--- src/rtl/stfmt_pkg.sv ---
package stfmt_pkg;

    localparam int XLEN    = 64;
    localparam int LANES   = XLEN / 8;
    localparam int LANE_AW = $clog2(LANES);

    typedef enum logic [1:0] {
        SZ_BYTE  = 2'd0,
        SZ_HALF  = 2'd1,
        SZ_WORD  = 2'd2,
        SZ_DWORD = 2'd3
    } st_size_e;

    typedef enum logic [1:0] {
        AF_DISP   = 2'd0,
        AF_INDEX  = 2'd1,
        AF_SCALED = 2'd2,
        AF_SCALE2 = 2'd3
    } st_form_e;

    typedef struct packed {
        logic [XLEN-1:0]  addr;
        logic [XLEN-1:0]  data;
        logic [LANES-1:0] be;
        logic             misalign;
        logic             wb_valid;
        logic             upd_bad;
    } st_result_t;

    function automatic logic [XLEN-1:0] be_to_mask(input logic [LANES-1:0] be);
        logic [XLEN-1:0] m;
        for (int i = 0; i < LANES; i++) begin
            m[8*i +: 8] = {8{be[i]}};
        end
        return m;
    endfunction

endpackage

--- src/rtl/stfmt_agen.sv ---
module stfmt_agen
    import stfmt_pkg::*;
#(
    parameter int AW    = XLEN,
    parameter int IMM_W = 16
) (
    input  st_form_e         form,
    input  logic             update,
    input  logic             ra_zero,
    input  logic [AW-1:0]    ra,
    input  logic [AW-1:0]    rb,
    input  logic [IMM_W-1:0] imm,
    output logic [AW-1:0]    ea,
    output logic             wb_valid,
    output logic             upd_bad
);
    localparam int EXT_W = AW - IMM_W;

    logic [AW-1:0] base;
    logic [AW-1:0] offset;

    always_comb begin
        // update forms always use the register; others substitute zero
        base = (update || !ra_zero) ? ra : '0;
        unique case (form)
            AF_DISP:  offset = {{EXT_W{imm[IMM_W-1]}}, imm};
            AF_INDEX: offset = rb;
            default:  offset = {{EXT_W{imm[IMM_W-1]}}, imm[IMM_W-1:2], 2'b00};
        endcase
        ea       = base + offset;
        wb_valid = update && !ra_zero;
        upd_bad  = update && ra_zero;
    end

endmodule

--- src/rtl/stfmt_lanes.sv ---
module stfmt_lanes
    import stfmt_pkg::*;
#(
    parameter int DW = XLEN
) (
    input  st_size_e                   size,
    input  logic                       brev,
    input  logic [$clog2(DW/8)-1:0]    off,
    input  logic [DW-1:0]              rs,
    output logic [DW-1:0]              data,
    output logic [DW/8-1:0]            be,
    output logic                       misalign
);
    localparam int NL = DW / 8;
    localparam int LW = $clog2(NL);

    logic [LW:0] nbytes;

    assign nbytes   = (LW+1)'(1) << size;
    assign misalign = ({1'b0, off} + nbytes) > (LW+1)'(NL);

    for (genvar k = 0; k < NL; k++) begin : g_lane
        logic [LW-1:0] rel;
        logic [LW-1:0] src;
        logic          hit;
        logic [7:0]    lane_byte;

        always_comb begin
            rel = LW'(k) - off;
            hit = (LW'(k) >= off) && ({1'b0, rel} < nbytes);
            // reversed: byte i of the value goes to EA+i; normal: mirrored
            src = brev ? rel : (LW'(nbytes - 1'b1) - rel);
            lane_byte = hit ? rs[{src, 3'b000} +: 8] : 8'h00;
        end

        assign be[k]          = hit;
        assign data[8*k +: 8] = lane_byte;
    end

endmodule

--- src/rtl/stfmt_stage.sv ---
module stfmt_stage #(
    parameter int W = 8
) (
    input  logic         clk,
    input  logic         rst,
    input  logic         in_valid,
    output logic         in_ready,
    input  logic [W-1:0] in_data,
    output logic         out_valid,
    input  logic         out_ready,
    output logic [W-1:0] out_data
);
    assign in_ready = !out_valid || out_ready;

    always_ff @(posedge clk) begin
        if (rst) begin
            out_valid <= 1'b0;
        end else if (in_ready) begin
            out_valid <= in_valid;
        end
    end

    always_ff @(posedge clk) begin
        if (in_valid && in_ready) begin
            out_data <= in_data;
        end
    end


    hold_chk: assert property (@(posedge clk) disable iff (rst)
        out_valid && !out_ready |=> out_valid && $stable(out_data));


    fill_chk: assert property (@(posedge clk) disable iff (rst)
        in_valid && in_ready |=> out_valid);


    reset_clear_chk: assert property (@(posedge clk)
        rst |=> !out_valid);

endmodule

--- src/rtl/store_formatter.sv ---
module store_formatter
    import stfmt_pkg::*;
#(
    parameter int IMM_W = 16
) (
    input  logic              clk,
    input  logic              rst,
    input  logic              in_valid,
    output logic              in_ready,
    input  logic [1:0]        in_size,
    input  logic [1:0]        in_form,
    input  logic              in_update,
    input  logic              in_brev,
    input  logic              in_ra_zero,
    input  logic [XLEN-1:0]   in_ra,
    input  logic [XLEN-1:0]   in_rb,
    input  logic [XLEN-1:0]   in_rs,
    input  logic [IMM_W-1:0]  in_imm,
    output logic              out_valid,
    input  logic              out_ready,
    output logic [XLEN-1:0]   out_addr,
    output logic [XLEN-1:0]   out_data,
    output logic [LANES-1:0]  out_be,
    output logic              out_misalign,
    output logic              out_wb_valid,
    output logic [XLEN-1:0]   out_wb_value,
    output logic              out_upd_invalid
);
    localparam int RES_W = $bits(st_result_t);

    st_result_t    nxt;
    st_result_t    cur;
    logic [XLEN-1:0] ea;

    stfmt_agen #(.AW(XLEN), .IMM_W(IMM_W)) u_agen (
        .form     (st_form_e'(in_form)),
        .update   (in_update),
        .ra_zero  (in_ra_zero),
        .ra       (in_ra),
        .rb       (in_rb),
        .imm      (in_imm),
        .ea       (ea),
        .wb_valid (nxt.wb_valid),
        .upd_bad  (nxt.upd_bad)
    );

    stfmt_lanes #(.DW(XLEN)) u_lanes (
        .size     (st_size_e'(in_size)),
        .brev     (in_brev),
        .off      (ea[LANE_AW-1:0]),
        .rs       (in_rs),
        .data     (nxt.data),
        .be       (nxt.be),
        .misalign (nxt.misalign)
    );

    assign nxt.addr = ea;

    stfmt_stage #(.W(RES_W)) u_stage (
        .clk       (clk),
        .rst       (rst),
        .in_valid  (in_valid),
        .in_ready  (in_ready),
        .in_data   (nxt),
        .out_valid (out_valid),
        .out_ready (out_ready),
        .out_data  (cur)
    );

    assign out_addr        = cur.addr;
    assign out_data        = cur.data;
    assign out_be          = cur.be;
    assign out_misalign    = cur.misalign;
    assign out_wb_valid    = cur.wb_valid;
    assign out_wb_value    = cur.addr;
    assign out_upd_invalid = cur.upd_bad;


    wb_exclusive_chk: assert property (@(posedge clk) disable iff (rst)
        out_valid |-> !(out_wb_valid && out_upd_invalid));


    idle_lane_zero_chk: assert property (@(posedge clk) disable iff (rst)
        out_valid |-> (out_data & ~be_to_mask(out_be)) == '0);


    be_size_chk: assert property (@(posedge clk) disable iff (rst)
        out_valid && !out_misalign |->
            $countones(out_be) == 1 || $countones(out_be) == 2 ||
            $countones(out_be) == 4 || $countones(out_be) == 8);


    misalign_top_lane_chk: assert property (@(posedge clk) disable iff (rst)
        out_valid && out_misalign |-> out_be[LANES-1] && !out_be[0]);

endmodule

--- config.mk ---
export PLATFORM = sky130hd
export DESIGN_NAME = store_formatter
export DESIGN_NICKNAME = d
export VERILOG_FILES = /design/src/rtl/stfmt_pkg.sv /design/src/rtl/stfmt_agen.sv /design/src/rtl/stfmt_lanes.sv /design/src/rtl/stfmt_stage.sv /design/src/rtl/store_formatter.sv
export SDC_FILE = /design/constraint.sdc
export NUM_CORES = 1
export LEC_CHECK = 0
export BUFFER_PORTS_ARGS = -buffer_cell sky130_fd_sc_hd__buf_2
export CAP_MARGIN = 20
export CORE_AREA = 5 5 161 163
export CTS_CLUSTER_SIZE = 14
export DETAILED_ROUTE_END_ITERATION = 10
export DIE_AREA = 0 0 166 168
export GPL_ROUTABILITY_DRIVEN = 0
export HOLD_SLACK_MARGIN = 0.1
export PLACE_DENSITY = 0.85
export SLEW_MARGIN = 15
export SYNTH_ARGS = -nofsm -noshare
export SYNTH_HDL_FRONTEND = slang
export SYNTH_SLANG_ARGS = --single-unit
--- constraint.sdc ---
create_clock -name clk -period 7 [get_ports clk]
set_input_delay 0.35 -clock clk [delete_from_list [all_inputs] [get_ports clk]]
set_output_delay 0.35 -clock clk [all_outputs]
set_load 0.02 [all_outputs]
==> impl_metrics.ini, run 1 <==
[timing]
fin_ws_ns = 2.486
worstMarginPinSlew_ns = 1.090
setup_viol = 0
fin_setup_tns_ns = 0
grt_setup_unrepaired = no
skew_ns = 0.01120
fmax_mhz = 221.5
slew_headroom_pct = 26.87
fin_crit_sh_pct = 64.49
fin_crit_ns = 4.514
slew_violations = 0
hold_violations = 0
timing.hold.ws_ns = 0.1710

[logic_synthesis]
synth-seq-area-share_pct = 32.91
netlist.area_leader.share_pct = 32.75
ys_warn_count = 0
yosysTopAreaCell = edfxtp_1
synth_flop_cell = edfxtp_1
synth_area_um2 = 12740
synth_area_leaders = edfxtp_1 33%, mux2i_1 9.0%, ha_1 8.5%
synth_seq_cells = 140
synth_nets = 1599
syn_inst = 1286
synth_edf_count = 139
syn_avg_cell_area_um2 = 9.910
synth_cell_types = 74
ys_async_sr_fraction_pct = 0

[drt]
drtIter0Drc = 1257
routed_via_density = 5.970
wl_per_cell_um = 20.66
dr_total_vias = 11680
drtAntennaViolNets = 0
dr.pass1.iters = 6
drc = 0
routed_wl_mm = 40.41

[pwr]
powerDensity_nw_per_um2 = 271.5
leakage_uw = 0.007147
ir_drop_mv = 0.1730

[floorplan]
die_area_um2 = 27890
core_area_um2 = 24180
fp.dieW_um = 166
placementRows = 57
ios = 424
die_h_um = 168
start_util_pct = 52.71

[grt]
grt_antenna_before_repair = 1
grt_max_degree = 76
grt_pass1_wl_mm = 62.40
overflow = 0
grtUsageTotal_pct = 27.66
grt_pass1_vias = 11760

[clock_tree]
cts_inserted_buffers = 17
cts_resized = 0
path_clk_slew_ns = 0.06
clk-insertion-delay-late_ns = 0.43
post_cts_buffers = 0
cts-htree-levels = 4
hold_buffers = 1
cts.path.max_buffers = 2
cts.sinks = 140
cts_tree = done
cts_root_buf = clkbuf_16

[cells_and_area]
fin_nets = 1931
seq_area_um2 = 4194
post_route_cells_drive_above_1_share_pct = 33.66
layout-area-overhead-vs-synth_pct = 19.64
multi_input_area_um2 = 7667
fill_cells = 1933

[place]
portBuffers = 423
dp_hpwl_mm = 32.00
dp_slack_ns = 1.792

[setup_path]
worst_setup_path_start_kind = primary input
crit_type = primary input to flip-flop
end_kind = flip-flop
cp_data_arrival_time_ns = 4.65
cp_max_fo = 14
ff2ff_setup_slack_ns = 4.46
cp_data_required_time_ns = 7.14

[hold_path]
hp-class = primary input to flip-flop

[run_status]
outcome = finished clean

[flow_run]
maxCapViolCount = 0
flip-flops by register name, indices dropped and copies added (netlist names):
| name | flops |
|---|---|
| u_stage.out_data | 139 |
| u_stage.out_valid | 1 |
critical path, stage by stage:
cell and delay [ns]:
buf_2 0.09, nand2b_2 0.25, and2_1 0.18, ha_1 0.17, inv_1 0.06, fa_1 0.77
inv_1 0.27, ha_1 0.45, fa_1 0.52, o21ai_2 0.42, buf_4 0.32, mux4_2 0.56
mux2i_1 0.18, nor2_1 0.06
per-layer routing:
layer	part of all wire [%]	up-vias	track usage (%)
met5	0	-	0
met4	4.0	0	12.02
met3	8.5	115	4.431
met2	50	757	49.49
met1	37	5510	33.01
li1	-	5296	-
through the flow:
| stage | cell area [um^2] | instances | power [uW] | util (%) |
|---|---|---|---|---|
| detailed placement | 14640 | 1922 | 3180 | 60.56 |
| CTS | 15240 | 1955 | 4120 | 63.02 |
| global route | 15250 | 1956 | 4333 | 63.07 |
| floorplan | 12740 | 1286 | 2673 | - |
| finish | 15250 | 1956 | 4140 | 63.07 |
| global placement | 14620 | 1920 | 3117 | 60.48 |
final cells by class:
| class | count | area share (%) |
|---|---|---|
| clock buffers | 17 | 2.790 |
| diodes | 1 | 0.01641 |
| multi-input cells | 978 | 50.28 |
| repair buffers | 437 | 14.61 |
| inverters | 44 | 1.083 |
| well taps | 324 | 2.659 |
| flip-flops and latches | 140 | 27.50 |
| clock inverters | 15 | 1.050 |
power breakdown:
part	leakage, uW	internal (uW)	total, uW	switching [uW]
combinational	0.00548	778	1990	1210
sequential	0.00138	1140	1210	69.4
clock	0.000287	531	938	407
logic make-up after synthesis:
family                   after synthesis  share of synthesized area (%)
AO/OA/AOI/OAI                        311                          16.12
adder cells (fa/ha/maj)               94                          9.641
flip-flops                           140                          32.91
XOR/XNOR                              75                          5.272
multiplexers                         159                          15.76
AND/OR/NAND/NOR                      339                          13.03
buffers and inverters                168                          7.275
cell usage in the layout, fill, tap and decap left out, types with 16 or more instances in the layout:
master / count
clkbuf_16: 17
nand2_1: 91
xnor2_1: 49
ha_1: 87
a21oi_1: 105
edfxtp_1: 139
o21bai_1: 16
nand3_1: 18
a21o_1: 66
mux4_2: 32
mux2i_1: 114
and2_1: 69
nor2_1: 95
o21ai_0: 41
inv_1: 43
buf_2: 423
xor2_1: 23
nand4_1: 17
cells in the mapped netlist (3+ instances only):
master	count
a21o_1	66
nand4_1	17
a41oi_1	4
o211ai_1	8
inv_1	43
fa_1	7
o21bai_1	16
clkbuf_1	30
mux2i_1	114
a211oi_1	5
o21ai_1	11
nand2_1	91
xor2_1	23
a21oi_1	106
buf_1	5
o21a_1	12
mux4_2	32
buf_4	68
xnor2_1	50
buf_2	18
o21ai_0	42
a31oi_1	7
nor2_1	95
nor2b_1	9
a21boi_0	4
ha_1	87
nor3b_1	4
edfxtp_1	139
and3_1	3
nor3_1	10
and2_1	70
nand3_1	18
mux2_2	13
and4_1	4
nand2b_1	7
worst paths after layout:
kind | to | depth (start not counted) | startpoint
worst min-delay path | u_stage.out_valid | 3 | in_valid
worst min register to register | u_stage.out_valid | 2 | u_stage.out_valid
worst max-delay path | u_stage.out_data[12] | 14 | in_update
worst max register to register | u_stage.out_data[95] | 3 | u_stage.out_valid
Note: power is estimated with default switching activity, not from simulation.
==> run 2: changes to the inputs <==
--- a/config.mk
+++ b/config.mk
@@ -7,13 +7,13 @@
 export LEC_CHECK = 0
 export BUFFER_PORTS_ARGS = -buffer_cell sky130_fd_sc_hd__buf_2
 export CAP_MARGIN = 20
-export CORE_AREA = 5 5 161 163
+export CORE_MARGIN = 5
+export CORE_UTILIZATION = 47
 export CTS_CLUSTER_SIZE = 14
 export DETAILED_ROUTE_END_ITERATION = 10
-export DIE_AREA = 0 0 166 168
 export GPL_ROUTABILITY_DRIVEN = 0
 export HOLD_SLACK_MARGIN = 0.1
-export PLACE_DENSITY = 0.85
+export PLACE_DENSITY = 0.8
 export SLEW_MARGIN = 15
 export SYNTH_ARGS = -nofsm -noshare
 export SYNTH_HDL_FRONTEND = slang
==> constraint.sdc (replaced) <==
create_clock -name clk -period 3.9 [get_ports clk]
set_input_delay 0.195 -clock clk [delete_from_list [all_inputs] [get_ports clk]]
set_output_delay 0.195 -clock clk [all_outputs]
set_load 0.02 [all_outputs]
==> impl_metrics.ini, run 2 (same netlist as run 1, synthesis figures left out) <==
[place]
post-place-cells = 1968
dp_hpwl_mm = 31.37
portBuffers = 423
dp_slack_ns = 0.09441

[setup_path]
cp_data_required_time_ns = 4.06
worst_setup_path_start_kind = primary input
worstReg2RegEnd = u_stage.out_data[4]
worstRegToRegCells = 3
r2r_start = u_stage.out_valid
crit_type = primary input to flip-flop
cp_data_arrival_time_ns = 3.94
cp-startpoint = in_ra_zero
cp_max_fo = 12
ff2ff_setup_slack_ns = 2.20
end_kind = flip-flop

[pwr]
p_sw_uw = 3003
powerDensity_nw_per_um2 = 484.5
p_total_uw = 7590
p_sw_share_pct = 39.56
sequentialPowerShare_pct = 28.5
ir_drop_mv = 0.2216
combPwrFrac_pct = 48.8
p_clk_share_pct = 22.8
power.internal_uw = 4587
leakage_uw = 0.007349

[cells_and_area]
final_common_cell = buf_2
fin_nets = 1964
antennaDiodeCount = 0
instances_no_fill = 2005
top_regs = u_stage.out_data x139, u_stage.out_valid x1
post_route_cells_drive_above_1_share_pct = 35.04
regMostFlops = u_stage.out_data
layout_common_cells = 423 x buf_2, 139 x edfxtp_1, 114 x mux2i_1
largest_reg_flops = 139
fill_cells = 2268
layout-area-overhead-vs-synth_pct = 22.92

[drt]
wl_per_cell_um = 19.71
routed_wl_mm = 39.53
dr_total_vias = 11510
drtIter0Drc = 775
routed_via_density = 5.739
drc = 0
dr.pass1.iters = 5
drtAntennaViolNets = 0

[floorplan]
fp.dieW_um = 174.7
ios = 424
die_h_um = 174.7
start_util_pct = 47.55
placementRows = 60
die_area_um2 = 30510
core_area_um2 = 26800

[clock_tree]
clk-insertion-delay-late_ns = 0.42
cts_tree = done
cts_root_buf = clkbuf_16
post_cts_buffers = 0
cts_inserted_buffers = 17
cts.path.max_buffers = 2
cts-htree-levels = 4
cts.sinks = 140
path_clk_slew_ns = 0.06

[grt]
grt_antenna_before_repair = 0
overflow = 0
grtUsageTotal_pct = 24.59
grt_pass1_wl_mm = 60.86
grt_pass1_vias = 11630
grt_max_degree = 140

[hold_path]
min_to = u_stage.out_data[0]
holdCritStartpoint = in_update
hp-class = primary input to flip-flop
hold_depth = 2

[timing]
fin_ws_ns = 0.1200
fin_crit_ns = 3.780
hold_violations = 0
worstMarginPinSlew_ns = 0.8957
fmax_mhz = 264.6
fin_crit_sh_pct = 96.92
slew_violations = 0
slew_headroom_pct = 40.29
setup_viol = 0
skew_ns = 0.01213

[flow_run]
maxCapViolCount = 0

[run_status]
outcome = finished clean
run 2: cell count changes in the layout (fill, tap and decap cells not counted), moves of 2 or more:
cell	before	now
inv_6	6	3
inv_1	43	41
clkbuf_1	0	2
buf_4	12	36
buf_12	0	5
ha_1	87	85
dlygate4sd3_1	1	4
ha_4	0	2
run 2: repair_timing:
action / CTS / global route
resized for setup: 0 / 5
endpoints found under the hold margin: 2 / 0
hold buffers: 4 / 0
setup endpoints to repair: 0 / 45
run 2: metrics by stage:
step	setup TNS [ns]	utilization, %	cell area (um^2)	hold slack (ns)
2_1_floorplan	0	-	12840	0.2641
3_3_place_gp	0	55.89	14980	0.3501
3_5_place_dp	0	55.89	14980	0.3543
4_1_cts	0	58.31	15630	0.1413
5_1_grt	-0.005350	58.45	15670	0.1672
6_report	0	58.45	15670	0.1747
run 2: worst max-delay path by stage:
| stage | end | depth (start not counted) |
|---|---|---|
| 4_1_cts | u_stage.out_data[57] | 15 |
| 6_report | u_stage.out_data[29] | 15 |
| 5_1_grt | u_stage.out_data[29] | 15 |
| 3_3_place_gp | u_stage.out_data[133] | 16 |
| 3_5_place_dp | u_stage.out_data[136] | 14 |
| 2_1_floorplan | u_stage.out_data[48] | 15 |
run 2: power groups by stage:
stage               Clock (uW)  Combinational (uW)  Sequential, uW
floorplan                    0                2340            2490
global placement             0                3550            2190
detailed placement           0                3630            2190
CTS                       1750                3660            2160
global route              1810                3990            2190
finish                    1730                3700            2160
run 2: worst max-delay path: stages:
cell and delay, ns:
dlygate4sd3_1 0.53, buf_2 0.15, nand2b_4 0.14, and2_4 0.17, ha_4 0.13, inv_2 0.04, fa_2 0.57, inv_4 0.08
ha_4 0.27, fa_1 0.50, o21a_2 0.21, clkbuf_16 0.19, mux4_2 0.52, mux2i_1 0.18, nor2_1 0.06
run 2: final cells by class:
| type | instances | area (um^2) | share of cell area (%) |
|---|---|---|---|
| multi-input cells | 978 | 7702 | 49.17 |
| flip-flops and latches | 140 | 4194 | 26.77 |
| repair buffers | 470 | 2567 | 16.39 |
| clock buffers | 20 | 446.7 | 2.851 |
| well taps | 341 | 426.7 | 2.723 |
| inverters | 44 | 167.7 | 1.070 |
| clock inverters | 12 | 161.4 | 1.030 |
run 2: routing by layer:
| layer | routed length [um] | vias up | global-route usage (%) |
|---|---|---|---|
| met3 | 2726 | 109 | 4.219 |
| met2 | 19800 | 584 | 44.03 |
| li1 | - | 5362 | - |
| met5 | 0 | - | 0 |
| met4 | 1550 | 0 | 9.624 |
| met1 | 15450 | 5451 | 29.45 |
